--- src/rtl/irq_cascade_pkg.sv ---
package irq_cascade_pkg;
  localparam int STAGE_LINES = 8;
  localparam int VEC_BITS = 8;

  function automatic logic [VEC_BITS-1:0] make_vector(input logic [VEC_BITS-1:0] base,
                                                       input int unsigned idx);
    return base + VEC_BITS'(idx);
  endfunction
endpackage

--- src/rtl/irq_prio_stage.sv ---
module irq_prio_stage #(
  parameter int N = 8,
  localparam int IW = $clog2(N)
) (
  input  logic [N-1:0]  req,
  input  logic [N-1:0]  in_svc,
  input  logic [N-1:0]  pass_equal,
  output logic          any,
  output logic [IW-1:0] win
);
  logic [N-1:0] allowed;

  // A line is allowed while no line of higher priority is in service.
  always_comb begin
    logic blocked;
    blocked = 1'b0;
    allowed = '0;
    for (int i = 0; i < N; i++) begin
      allowed[i] = !blocked && (!in_svc[i] || pass_equal[i]);
      if (in_svc[i]) blocked = 1'b1;
    end
  end

  // Lowest index wins.
  always_comb begin
    any = 1'b0;
    win = '0;
    for (int i = N - 1; i >= 0; i--) begin
      if (req[i] && allowed[i]) begin
        any = 1'b1;
        win = IW'(i);
      end
    end
  end
endmodule

--- src/rtl/irq_inservice.sv ---
module irq_inservice #(
  parameter int N = 8,
  parameter int CASC = 2,
  localparam int IW = $clog2(N)
) (
  input  logic          clk,
  input  logic          rst,
  input  logic          set_pri,
  input  logic [IW-1:0] set_pri_idx,
  input  logic          set_sec,
  input  logic [IW-1:0] set_sec_idx,
  input  logic          eos,
  output logic [N-1:0]  pri_q,
  output logic [N-1:0]  sec_q
);
  logic [N-1:0] pri_n, sec_n;

  always_comb begin
    logic found, sfound;
    pri_n  = pri_q;
    sec_n  = sec_q;
    found  = 1'b0;
    sfound = 1'b0;
    if (eos) begin
      for (int i = 0; i < N; i++) begin
        if (!found && pri_q[i]) begin
          found = 1'b1;
          if (i == CASC) begin
            for (int j = 0; j < N; j++) begin
              if (!sfound && sec_q[j]) begin
                sfound = 1'b1;
                sec_n[j] = 1'b0;
              end
            end
            if (sec_n == '0) pri_n[i] = 1'b0;
          end else begin
            pri_n[i] = 1'b0;
          end
        end
      end
    end
    if (set_pri) pri_n[set_pri_idx] = 1'b1;
    if (set_sec) sec_n[set_sec_idx] = 1'b1;
  end

  always_ff @(posedge clk) begin
    if (rst) begin
      pri_q <= '0;
      sec_q <= '0;
    end else begin
      pri_q <= pri_n;
      sec_q <= sec_n;
    end
  end
endmodule

--- src/rtl/irq_cascade_ctrl.sv ---
module irq_cascade_ctrl
  import irq_cascade_pkg::*;
#(
  parameter int LINES = STAGE_LINES,
  parameter int VEC_W = VEC_BITS,
  parameter logic [VEC_W-1:0] PRI_BASE = 8'h08,
  parameter logic [VEC_W-1:0] SEC_BASE = 8'h70,
  parameter int CASC = 2,
  parameter int LEGACY_LINE = 2,
  parameter int REDIRECT_IN = 1,
  localparam int TOTAL = 2 * LINES,
  localparam int IW = $clog2(LINES)
) (
  input  logic             clk,
  input  logic             rst,
  input  logic [TOTAL-1:0] irq_req,
  input  logic             mask_wr,
  input  logic [TOTAL-1:0] mask_data,
  input  logic             ack,
  input  logic             eos,
  output logic             int_n,
  output logic [VEC_W-1:0] vector
);
  localparam logic [VEC_W-1:0] SPUR_VEC = PRI_BASE + VEC_W'(LINES - 1);

  logic [TOTAL-1:0] mask_q;
  logic [LINES-1:0] sec_raw, sec_req, pri_req;
  logic [LINES-1:0] pri_isr, sec_isr;
  logic [LINES-1:0] pri_pass;
  logic             sec_any, pri_any, casc_win;
  logic [IW-1:0]    sec_win, pri_win;
  logic             mask_bit_unused;

  assign mask_bit_unused = mask_q[CASC];

  always_ff @(posedge clk) begin
    if (rst) mask_q <= '0;
    else if (mask_wr) mask_q <= mask_data;
  end

  // Legacy line folded onto the redirect input of the secondary stage.
  always_comb begin
    sec_raw = irq_req[TOTAL-1:LINES];
    sec_raw[REDIRECT_IN] = irq_req[LINES + REDIRECT_IN] | irq_req[LEGACY_LINE];
    sec_req = sec_raw & ~mask_q[TOTAL-1:LINES];
  end

  always_comb begin
    pri_req = irq_req[LINES-1:0] & ~mask_q[LINES-1:0];
    pri_req[CASC] = sec_any;
    pri_pass = '0;
    pri_pass[CASC] = 1'b1;
  end

  irq_prio_stage #(.N(LINES)) u_sec_stage (
    .req(sec_req), .in_svc(sec_isr), .pass_equal('0),
    .any(sec_any), .win(sec_win)
  );

  irq_prio_stage #(.N(LINES)) u_pri_stage (
    .req(pri_req), .in_svc(pri_isr), .pass_equal(pri_pass),
    .any(pri_any), .win(pri_win)
  );

  assign casc_win = pri_any && (pri_win == IW'(CASC));

  irq_inservice #(.N(LINES), .CASC(CASC)) u_isr (
    .clk(clk), .rst(rst),
    .set_pri(ack && pri_any), .set_pri_idx(pri_win),
    .set_sec(ack && casc_win), .set_sec_idx(sec_win),
    .eos(eos), .pri_q(pri_isr), .sec_q(sec_isr)
  );

  always_ff @(posedge clk) begin
    if (rst) begin
      int_n  <= 1'b1;
      vector <= '0;
    end else begin
      int_n <= ~pri_any;
      if (ack) begin
        if (casc_win)     vector <= make_vector(SEC_BASE, int'(sec_win));
        else if (pri_any) vector <= make_vector(PRI_BASE, int'(pri_win));
        else              vector <= SPUR_VEC;
      end
    end
  end
endmodule

--- config.mk ---
export PLATFORM = sky130hd
export DESIGN_NAME = irq_cascade_ctrl
export DESIGN_NICKNAME = d
export VERILOG_FILES = /design/src/rtl/irq_cascade_pkg.sv /design/src/rtl/irq_prio_stage.sv /design/src/rtl/irq_inservice.sv /design/src/rtl/irq_cascade_ctrl.sv
export SDC_FILE = /design/constraint.sdc
export NUM_CORES = 1
export LEC_CHECK = 0
export BUFFER_PORTS_ARGS = -buffer_cell sky130_fd_sc_hd__clkbuf_2
export CAP_MARGIN = 20
export CORE_ASPECT_RATIO = 0.6
export CORE_UTILIZATION = 56
export CTS_BUF_LIST = sky130_fd_sc_hd__clkbuf_4 sky130_fd_sc_hd__clkbuf_8
export DETAILED_ROUTE_END_ITERATION = 8
export PLACE_DENSITY = 0.87
export SETUP_SLACK_MARGIN = 0.1
export SYNTH_ARGS = -nofsm -noshare
export SYNTH_HDL_FRONTEND = slang
export SYNTH_HIERARCHICAL = 1
export SYNTH_SLANG_ARGS = --single-unit
--- constraint.sdc ---
create_clock -name clk -period 4.3 [get_ports clk]
set_input_delay 0.215 -clock clk [delete_from_list [all_inputs] [get_ports clk]]
set_output_delay 0.215 -clock clk [all_outputs]
set_load 0.01 [all_outputs]
Yosys cells after proc, flatten, opt, wreduce, memory -nomap -nowiden

Cells that the tools add are included.

Register bits after elaboration: 41
Output and inout port bits: 9

Add/subtract/negate cells: 2
Order comparisons: 4
Eq/ne operators: 1
Multiplexer cells: 121
Bitwise gates (word level): 8
Reduce and logical (&&, ||, !) cells: 92

Operator list:

| kind                                                               | count |
|---|---|
| 2-to-1 mux 1 bit                                                   | 96 |
| logical AND 1 bit                                                  | 48 |
| 2-to-1 mux 3 bit                                                   | 16 |
| 2-to-1 mux 8 bit                                                   | 6 |
| logical NOT 1 bit                                                  | 43 |
| AND 8 bit                                                          | 2 |
| NOT 8 bit                                                          | 2 |
| OR 8 bit                                                           | 2 |
| adder 7 x 3 -> 8 bit (first input constant)                        | 1 |
| logical NOT 8 bit                                                  | 1 |
| < comparator 3 x 4 -> 1 bit (second input constant)                | 2 |
| demux 1 bit (select 3 bit)                                         | 2 |
| greater-or-equal comparator 3 x 1 -> 1 bit (second input constant) | 2 |
| adder 4 x 3 -> 5 bit (first input constant)                        | 1 |
| 2-to-1 mux 5 bit                                                   | 1 |
| == test 3 x 2 -> 1 bit (second input constant)                     | 1 |
| NOT 1 bit                                                          | 1 |
| OR 1 bit                                                           | 1 |

Logic depth before layout (Yosys ltp)

Gate-level depths: netlist (run 1).

Depth in word-level cells: 51
Depth in mapped cells: 13

Modules after synthesis

Netlist (run 1), hierarchy kept.

By module, submodules not included:

| module           | times used | cells each | area an instance (um^2) |
|---|---|---|---|
| irq_cascade_ctrl | 1          | 95         | 918.4 |
| irq_inservice    | 1          | 89         | 760.7 |
| irq_prio_stage   | 2          | 33         | 212.7 |

Least setup slack after synthesis (run 1)

No wires, ideal clock.

Path kind: reg-to-reg
From: reg u_isr.sec_q[2]
To: reg u_isr.sec_q[5]
Setup time: 0.128 ns
Arrival: 3.444 ns
Slack: 0.729 ns
Cell stages (with the launch flop): 13
Path buffers: 0
Clock period less this slack: 3.571 ns
Cells stage by stage: dfxtp_1 or2b_1 and3_4 or4_1 o21bai_1 and3_4 or4_1 nor3_1 and3b_4 and3_2 nor2b_1 a32oi_1 nor2_1

Cells in the longest elaborated chain, start to end: 24

RTL lines:

| item                              | RTL line               | RTL |
|---|---|---|
| from (decl)                       | irq_inservice.sv:14    | `output logic [N-1:0] sec_q` |
| from (signal assigned)            | irq_inservice.sv:52    | `sec_q <= sec_n;` |
| 2-to-1 mux 1 bit (5 in a row)     | irq_prio_stage.sv:20   | `if (in_svc[i]) blocked = 1'b1;` |
| logical NOT 1 bit                 | irq_prio_stage.sv:19   | `allowed[i] = !blocked && (!in_svc[i] \|\| pass_equal[i]);` |
| logical AND 1 bit                 | irq_prio_stage.sv:19   |  |
| logical AND 1 bit                 | irq_prio_stage.sv:29   | `if (req[i] && allowed[i]) begin` |
| 2-to-1 mux 1 bit (5 in a row)     | irq_prio_stage.sv:29   |  |
| 2-to-1 mux 1 bit (*) (3 in a row) | irq_prio_stage.sv:29   |  |
| via pri_req[2]                    | irq_cascade_ctrl.sv:27 | `logic [LINES-1:0] sec_raw, sec_req, pri_req;` |
| logical AND 1 bit (*)             | irq_prio_stage.sv:29   |  |
| 2-to-1 mux 3 bit (*) (3 in a row) | irq_prio_stage.sv:29   |  |
| via pri_win[2]                    | irq_cascade_ctrl.sv:31 | `logic [IW-1:0] sec_win, pri_win;` |
| == test 3 x 2 -> 1 bit (*)        | irq_cascade_ctrl.sv:65 | `assign casc_win = pri_any && (pri_win == IW'(CASC));` |
| logical AND 1 bit (*)             | irq_cascade_ctrl.sv:65 |  |
| logical AND 1 bit (*)             | irq_cascade_ctrl.sv:70 | `.set_sec(ack && casc_win), .set_sec_idx(sec_win),` |
| 2-to-1 mux 8 bit (*)              | irq_inservice.sv:43    | `if (set_sec) sec_n[set_sec_idx] = 1'b1;` |

The timed path passes the listed nets; every way through them passes the cells marked *. The select of a mux whose other input is x is not followed.
A chain may end at the register's enable or synchronous reset.

Final worst setup path (run 1)

From: reg u_isr.sec_q[2]
To: reg u_isr.pri_q[2]

RTL lines:

| item                              | RTL line               | RTL |
|---|---|---|
| 2-to-1 mux 1 bit (5 in a row)     | irq_prio_stage.sv:20   |  |
| logical NOT 1 bit                 | irq_prio_stage.sv:19   |  |
| logical AND 1 bit                 | irq_prio_stage.sv:19   |  |
| logical AND 1 bit                 | irq_prio_stage.sv:29   |  |
| 2-to-1 mux 1 bit (5 in a row)     | irq_prio_stage.sv:29   |  |
| 2-to-1 mux 1 bit (*) (3 in a row) | irq_prio_stage.sv:29   |  |
| via pri_req[2]                    | irq_cascade_ctrl.sv:27 |  |
| logical AND 1 bit (*)             | irq_prio_stage.sv:29   |  |
| 2-to-1 mux 1 bit (*) (3 in a row) | irq_prio_stage.sv:29   |  |
| via pri_any                       | irq_cascade_ctrl.sv:30 | `logic sec_any, pri_any, casc_win;` |
| logical AND 1 bit (*)             | irq_cascade_ctrl.sv:69 | `.set_pri(ack && pri_any), .set_pri_idx(pri_win),` |
| 2-to-1 mux 8 bit (*)              | irq_inservice.sv:42    | `if (set_pri) pri_n[set_pri_idx] = 1'b1;` |
| to (signal assigned)              | irq_inservice.sv:51    | `pri_q <= pri_n;` |
| to (decl)                         | irq_inservice.sv:13    | `output logic [N-1:0] pri_q,` |

Marks and branches as above.

==> flow_summary.json, run 1 <==
{
  "status": "finished clean",
  "power_density_mw_per_mm2": 341,
  "grtUsageTotal_pct": 26.1,
  "crit_type": "reg2reg",
  "coreArea_mm2": 0.00342,
  "syn_area_mm2": 0.00210,
  "arrival_ns": 3.95,
  "timing_hold_violations_final": 0,
  "setup_viol": 0,
  "swShare_pct": 29.9,
  "clk_path_buf_depth": 2,
  "ios": 46,
  "power_frac_clock_pct": 30.0,
  "drc": 0,
  "p_int_mw": 0.594,
  "fin_util_pct": 72.5,
  "cts_hold_buf": 0,
  "crit_buf_inv": 0,
  "grt_pass1_vias": 1748,
  "power_leakage_nw": 1.10,
  "cp_slowest_cell": "or4_1",
  "hold_class": "in2reg",
  "grt_pass1_wl_mm": 7.82,
  "fin_crit_sh_pct": 88.6,
  "nets": 346,
  "cts.sinks": 37,
  "layout_min_cycle_time_ns": 3.81,
  "antenna_found_initial": 0,
  "cts.reportedPaths.clkPinSlew_ns": 0.07,
  "via_per_inst": 5.74,
  "initial_utilization_pct": 61.5,
  "yosysSeqAreaShare_pct": 35.2,
  "max_clock_freq_mhz": 262,
  "n_antenna_cell": 0,
  "relSlewSlack_pct": 46.2,
  "p_seq_share_pct": 44.9,
  "rows": 16,
  "hpwl_mm": 3.71,
  "fin_hold_ws_ns": 0.159,
  "yosys_warnings": 6,
  "die_w_um": 81.1,
  "cts_resized": 0,
  "via_count": 2031,
  "gp_congestion": 0.854,
  "totalWireLength_mm": 5.01,
  "setup_tns_ns": 0,
  "synth_seq_cells": 37,
  "cts_root_buf": "clkbuf_8",
  "die_area_mm2": 0.00402,
  "wl_per_cell_um": 14.1,
  "slowest_delay_ns": 0.49,
  "cts_setup_buffers": 0,
  "start_kind": "flip-flop",
  "drtPass1Iterations": 4,
  "worst_pin_slew_ns": 0.801,
  "grt_max_degree": 39,
  "avgSynthCellArea_um2": 8.42,
  "comb_power_share_pct": 25.1,
  "die_h_um": 49.5,
  "htreeDepth": 2,
  "synth_top_flop_cell": "dfxtp_1",
  "synth_cell_types": 51,
  "critPathCaptureType": "flip-flop",
  "syn_inst": 250,
  "rsz0062_at_grt": "false",
  "crit_fanout": 8,
  "peakVddDrop_mv": 0.199,
  "clk_latency_ns": 0.29,
  "n_fill_cell": 272,
  "io_buffer_count": 43,
  "cts_buffers": 5,
  "async_flop_share_pct": 0,
  "crit_chain": "or2b_1, and3_4, or4_1, o21bai_1, and3_4, or4_1, o21bai_1, and2_4, nor2b_1, and3b_1, a2111oi_0, a211oi_1",
  "syn_to_final_growth_pct": 18.0,
  "drive_gt1_share_pct": 23.0,
  "synth-edff-count": 0,
  "cp.required_ns": 4.44,
  "drt_iter0_drc": 130,
  "cap_violations": 0,
  "ant_nets": 0,
  "multi_input_area_mm2": 0.00132,
  "seq_area_um2": 741,
  "p_sw_mw": 0.253,
  "cts_tree": "yes",
  "overflow": 0,
  "fin_skew_ns": 0.00550,
  "slew_viol_final": 0,
  "cp_top_family": "simple AND/OR/NAND/NOR gates"
}
## sequential cells by signal (all words and copies together), names as in the netlist
signal	count
vector	5
u_isr/pri_q	8
mask_q	15
int_n	1
u_isr/sec_q	8
## worst reg2reg max path: stages (launching register included)
cell,delay (ns)
dfxtp_1,0.46
or2b_1,0.28
and3_4,0.19
or4_1,0.48
o21bai_1,0.19
and3_4,0.17
or4_1,0.49
o21bai_1,0.24
and2_4,0.23
nor2b_1,0.18
and3b_1,0.19
a2111oi_0,0.42
a211oi_1,0.14
## cell type report
type	instances	area share, %
clock buffers	7	3.63
inverters	9	1.36
multi-input cells	210	53.3
flip-flops and latches	37	29.8
well taps	45	2.27
repair buffers	46	9.58
## routing by layer
layer	wire (um)	share of wire [%]	global-route usage, %
met2	2040	41	37.1
met1	2450	49	37.5
met3	448	8.9	6.67
met5	0	0	0
met4	68	1.4	10.1
## cell usage in the layout, fill, tap and decap left out, types with 3 or more instances in the layout
cell type	Yosys	layout
a211oi_1	5	5
a21boi_0	3	3
a21oi_1	14	14
a32oi_1	4	4
buf_4	4	3
clkbuf_2	0	43
clkbuf_8	0	6
conb_1	2	17
dfxtp_1	37	37
inv_1	9	9
mux2i_1	15	15
nand2_1	10	10
nand2b_1	6	6
nand3_1	7	7
nand3b_1	4	4
nand4_1	3	3
nand4b_1	3	3
nor2_1	37	37
nor2b_1	19	19
nor3_1	8	8
nor3b_1	3	3
o21ai_0	7	7
o31ai_1	3	3
or4_1	3	3
or4_4	3	3
## through the flow
step           power, mW  cell area [um^2]  worst slack, ns  instances
4_1_cts            0.846              2480            0.554        354
3_5_place_dp       0.594              2390            0.558        347
6_report           0.847              2480            0.489        354
5_1_grt            0.885              2480            0.415        354
3_3_place_gp       0.587              2390            0.736        347
2_1_floorplan      0.536              2160            0.729        265
## synth_stat cells (3+ instances only)
master	n	share of area [%]
a211oi_1	5	1.8
a21boi_0	3	1.1
a21oi_1	14	3.3
a32oi_1	4	1.7
buf_4	4	1.4
dfxtp_1	37	35
inv_1	9	1.6
mux2i_1	15	7.1
nand2_1	10	1.8
nand2b_1	6	1.8
nand3_1	7	1.7
nand3b_1	4	1.4
nand4_1	3	0.89
nand4b_1	3	1.2
nor2_1	37	6.6
nor2b_1	19	5.6
nor3_1	8	1.9
nor3b_1	3	1.1
o21ai_0	7	1.7
o31ai_1	3	1.1
or4_1	3	1.1
or4_4	3	1.6
## worst paths after layout
kind             startpoint  slack [ns]             end  cells after the start
max          u_isr/sec_q[2]        0.49  u_isr/pri_q[2]                     12
min            mask_data[1]        0.16       mask_q[1]                      3
max reg2reg  u_isr/sec_q[2]        0.49  u_isr/pri_q[2]                     12
min reg2reg  u_isr/pri_q[7]        0.48  u_isr/pri_q[7]                      2
## power groups by stage
| stage | sequential (mW) | combinational [mW] | clock [mW] |
|---|---|---|---|
| 2_1_floorplan | 0.385 | 0.150 | 0 |
| 3_3_place_gp | 0.386 | 0.201 | 0 |
| 3_5_place_dp | 0.387 | 0.207 | 0 |
| 4_1_cts | 0.380 | 0.209 | 0.257 |
| 5_1_grt | 0.383 | 0.230 | 0.272 |
| 6_report | 0.380 | 0.213 | 0.254 |
## kinds of logic after synthesis
logic type	synth area share (%)
and+or+nand+nor	33.9
other	0.357
AOI/OAI and AO/OA	18.8
muxes	7.13
DFF	35.2
buffers and inverters	4.58
Note: power is estimated with default switching activity, not from simulation.
==> run 2: changes to the inputs <==
SYNTH_HIERARCHICAL = default   (was 1)
==> run 2 against run 1 <==
Worst hold slack improved by 0.0017 ns. Sequential share of layout area rose by 1.7 points. Clock power rose by 23%. Total power rose by 2.4%. Synthesized area fell by 5.0%. Fmax rose by 85%. Cell area fell by 5.5%. Die area fell by 4.8%. Critical endpoint is now u_isr.sec_q[0]. Largest cell class unchanged. Highest routed layer unchanged.
==> flow_summary.json, run 2 <==
{
  "die_h_um": 48.3,
  "die_w_um": 79.1,
  "reg_top3": "mask_q (15), u_isr.pri_q (8), u_isr.sec_q (8)",
  "clk_path_buf_depth": 2,
  "ant_nets": 0,
  "critPathCaptureType": "flip-flop",
  "worst_pin_slew_ns": 0.537,
  "synth_top_flop_cell": "dfxtp_1",
  "cts_root_buf": "clkbuf_8",
  "synth.top_cell.area_share_pct": 37.0,
  "hold_class": "in2reg",
  "synth_most_common_cell": "dfxtp_1",
  "worst_slack_ns": 2.24,
  "start_kind": "flip-flop",
  "nets": 304,
  "via_per_inst": 5.95,
  "yosys_warnings": 0,
  "synth_nets": 263,
  "setup_tns_ns": 0,
  "synth_seq_cells": 37,
  "setup_viol": 0,
  "largest_reg_flops": 15,
  "fin_crit_sh_pct": 48.0,
  "syn_inst": 226,
  "power_density_mw_per_mm2": 370,
  "crit_path_start": "u_isr.sec_q[0]",
  "gp_congestion": 0.912,
  "clk_latency_ns": 0.29,
  "place_ws_ns": 2.31,
  "cts_setup_buffers": 0,
  "grt_max_degree": 24,
  "timing.rr.start": "u_isr.sec_q[0]",
  "synth-adder-area-share_pct": 0,
  "largest_register": "mask_q",
  "synth_top_family_by_area": "simple AND/OR/NAND/NOR gates",
  "rsz0062_at_grt": "false",
  "rr_endpoint": "u_isr.sec_q[0]",
  "wl_per_cell_um": 14.8,
  "cts_resized": 0,
  "synth.mux.area_fraction_pct": 7.51,
  "fin_skew_ns": 0.00531,
  "hpwl_mm": 3.55,
  "crit_type": "reg2reg",
  "avgSynthCellArea_um2": 8.85,
  "max_clock_freq_mhz": 485,
  "cts_hold_buf": 0,
  "cp.required_ns": 4.52,
  "htreeDepth": 2,
  "coreArea_mm2": 0.00332,
  "layout_min_cycle_time_ns": 2.06,
  "synth_cell_types": 50,
  "via_count": 1861,
  "synthSimpleGateAreaFrac_pct": 28.2,
  "n_antenna_cell": 0,
  "drive_gt1_share_pct": 27.2,
  "synth_compound_area_share_pct": 23.8,
  "drt_iter0_drc": 133,
  "crit_fanout": 8,
  "cts_tree": "yes",
  "drc": 0,
  "yosys.area.top_type": "dfxtp_1",
  "cts.reportedPaths.clkPinSlew_ns": 0.07,
  "grt_pass1_wl_mm": 7.19,
  "die_area_mm2": 0.00382,
  "arrival_ns": 2.29,
  "synth-edff-count": 0,
  "drtPass1Iterations": 4,
  "netlist_top_cells_area": "dfxtp_1 (37%), mux2i_1 (7.5%), nor2_1 (5.3%), o21ai_0 (3.5%), nand2_1 (3.2%)",
  "r2r_slack_ns": 2.24,
  "grt_pass1_vias": 1486,
  "relSlewSlack_pct": 64.1,
  "rows": 16,
  "synth-xor-area-share_pct": 0,
  "worst_r2r_path_depth": 6,
  "cts.sinks": 37,
  "async_flop_share_pct": 0,
  "final_cell_mix": "clkbuf_2 (43), dfxtp_1 (37), nor2_1 (28)",
  "slew_viol_final": 0,
  "totalWireLength_mm": 4.64,
  "io_buffer_count": 43,
  "syn_area_mm2": 0.00200,
  "power_leakage_nw": 1.02,
  "status": "finished clean",
  "initial_utilization_pct": 60.2,
  "overflow": 0,
  "timing_hold_violations_final": 0,
  "yosysSeqAreaShare_pct": 37.0,
  "yosys-top-cells-count": "dfxtp_1 (37), nor2_1 (28), nand2_1 (17), mux2i_1 (15), o21ai_0 (14)",
  "crit_path_end": "u_isr.sec_q[0]",
  "final_common_cell": "clkbuf_2",
  "peakVddDrop_mv": 0.307,
  "cts_buffers": 5,
  "grtUsageTotal_pct": 25.8,
  "syn_to_final_growth_pct": 17.3,
  "n_fill_cell": 265,
  "antenna_found_initial": 0,
  "ios": 46,
  "cap_violations": 0
}
## run 2: changes by cell type after synthesis, sizes merged, moves of 6 or more
cell   previous run  this run
or4               6         0
nand2            10        17
nor2b            19         7
nor2             37        28
o21ai             8        19
## run 2: cells by family (layout without fill, tap and decap cells)
logic type,Yosys count,in the layout
simple gates,99,99
flops,37,37
other cells,1,1
compound gates,60,60
buf+inv,14,56
mux,15,15
## run 2: power breakdown
part	total [mW]	internal (mW)	switching, mW
logic	0.180	0.0743	0.105
clock network	0.313	0.189	0.124
registers	0.375	0.359	0.0152
## run 2: how the worst min path moves through the flow
stage	from	endpoint	slack (ns)	depth (start not counted)
after floorplan	mask_data[0]	mask_q[0]	0.36	2
after global placement	mask_data[9]	mask_q[9]	0.45	3
after detailed placement	mask_data[5]	mask_q[5]	0.46	3
after CTS	mask_data[5]	mask_q[5]	0.16	3
after global routing	mask_data[1]	mask_q[1]	0.17	3
final	mask_data[5]	mask_q[5]	0.16	3
## run 2: per-layer routing
| layer | up-vias | wire, um | global-route usage, % |
|---|---|---|---|
| met2 | 97 | 1890 | 37.4 |
| met3 | 4 | 456 | 9.16 |
| met1 | 842 | 2270 | 36.8 |
| met5 | - | 0 | 0 |
| li1 | 918 | - | - |
| met4 | 0 | 25 | 5.45 |
## run 2: final cells by class
type,count,area [um^2],area share [%]
clock buffer,6,82.6,3.52
clock inverter,2,37.5,1.60
inverter,5,18.8,0.800
multi-input combinational,175,1190,50.9
sequential,37,741,31.6
tap,45,56.3,2.40
timing repair buffer,43,215,9.17
## run 2: worst max-delay path, stage by stage, from the launching register on
cell and delay, ns:
dfxtp_1 0.40, nor3_4 0.43, o21ai_1 0.22, nand4_2 0.24
o21ai_4 0.11, or3_4 0.45, o21ai_2 0.15
## run 2: stage by stage
stage / cell area [um^2] / total power [mW] / hold slack (ns) / util (%) / cells
3_5_place_dp: 2230 / 0.559 / 0.459 / 67.0 / 305
6_report: 2350 / 0.867 / 0.161 / 70.6 / 313
4_1_cts: 2350 / 0.869 / 0.160 / 70.6 / 313
2_1_floorplan: 2000 / 0.511 / 0.362 / - / 226
3_3_place_gp: 2230 / 0.554 / 0.448 / 67.0 / 305
5_1_grt: 2350 / 0.909 / 0.165 / 70.6 / 313
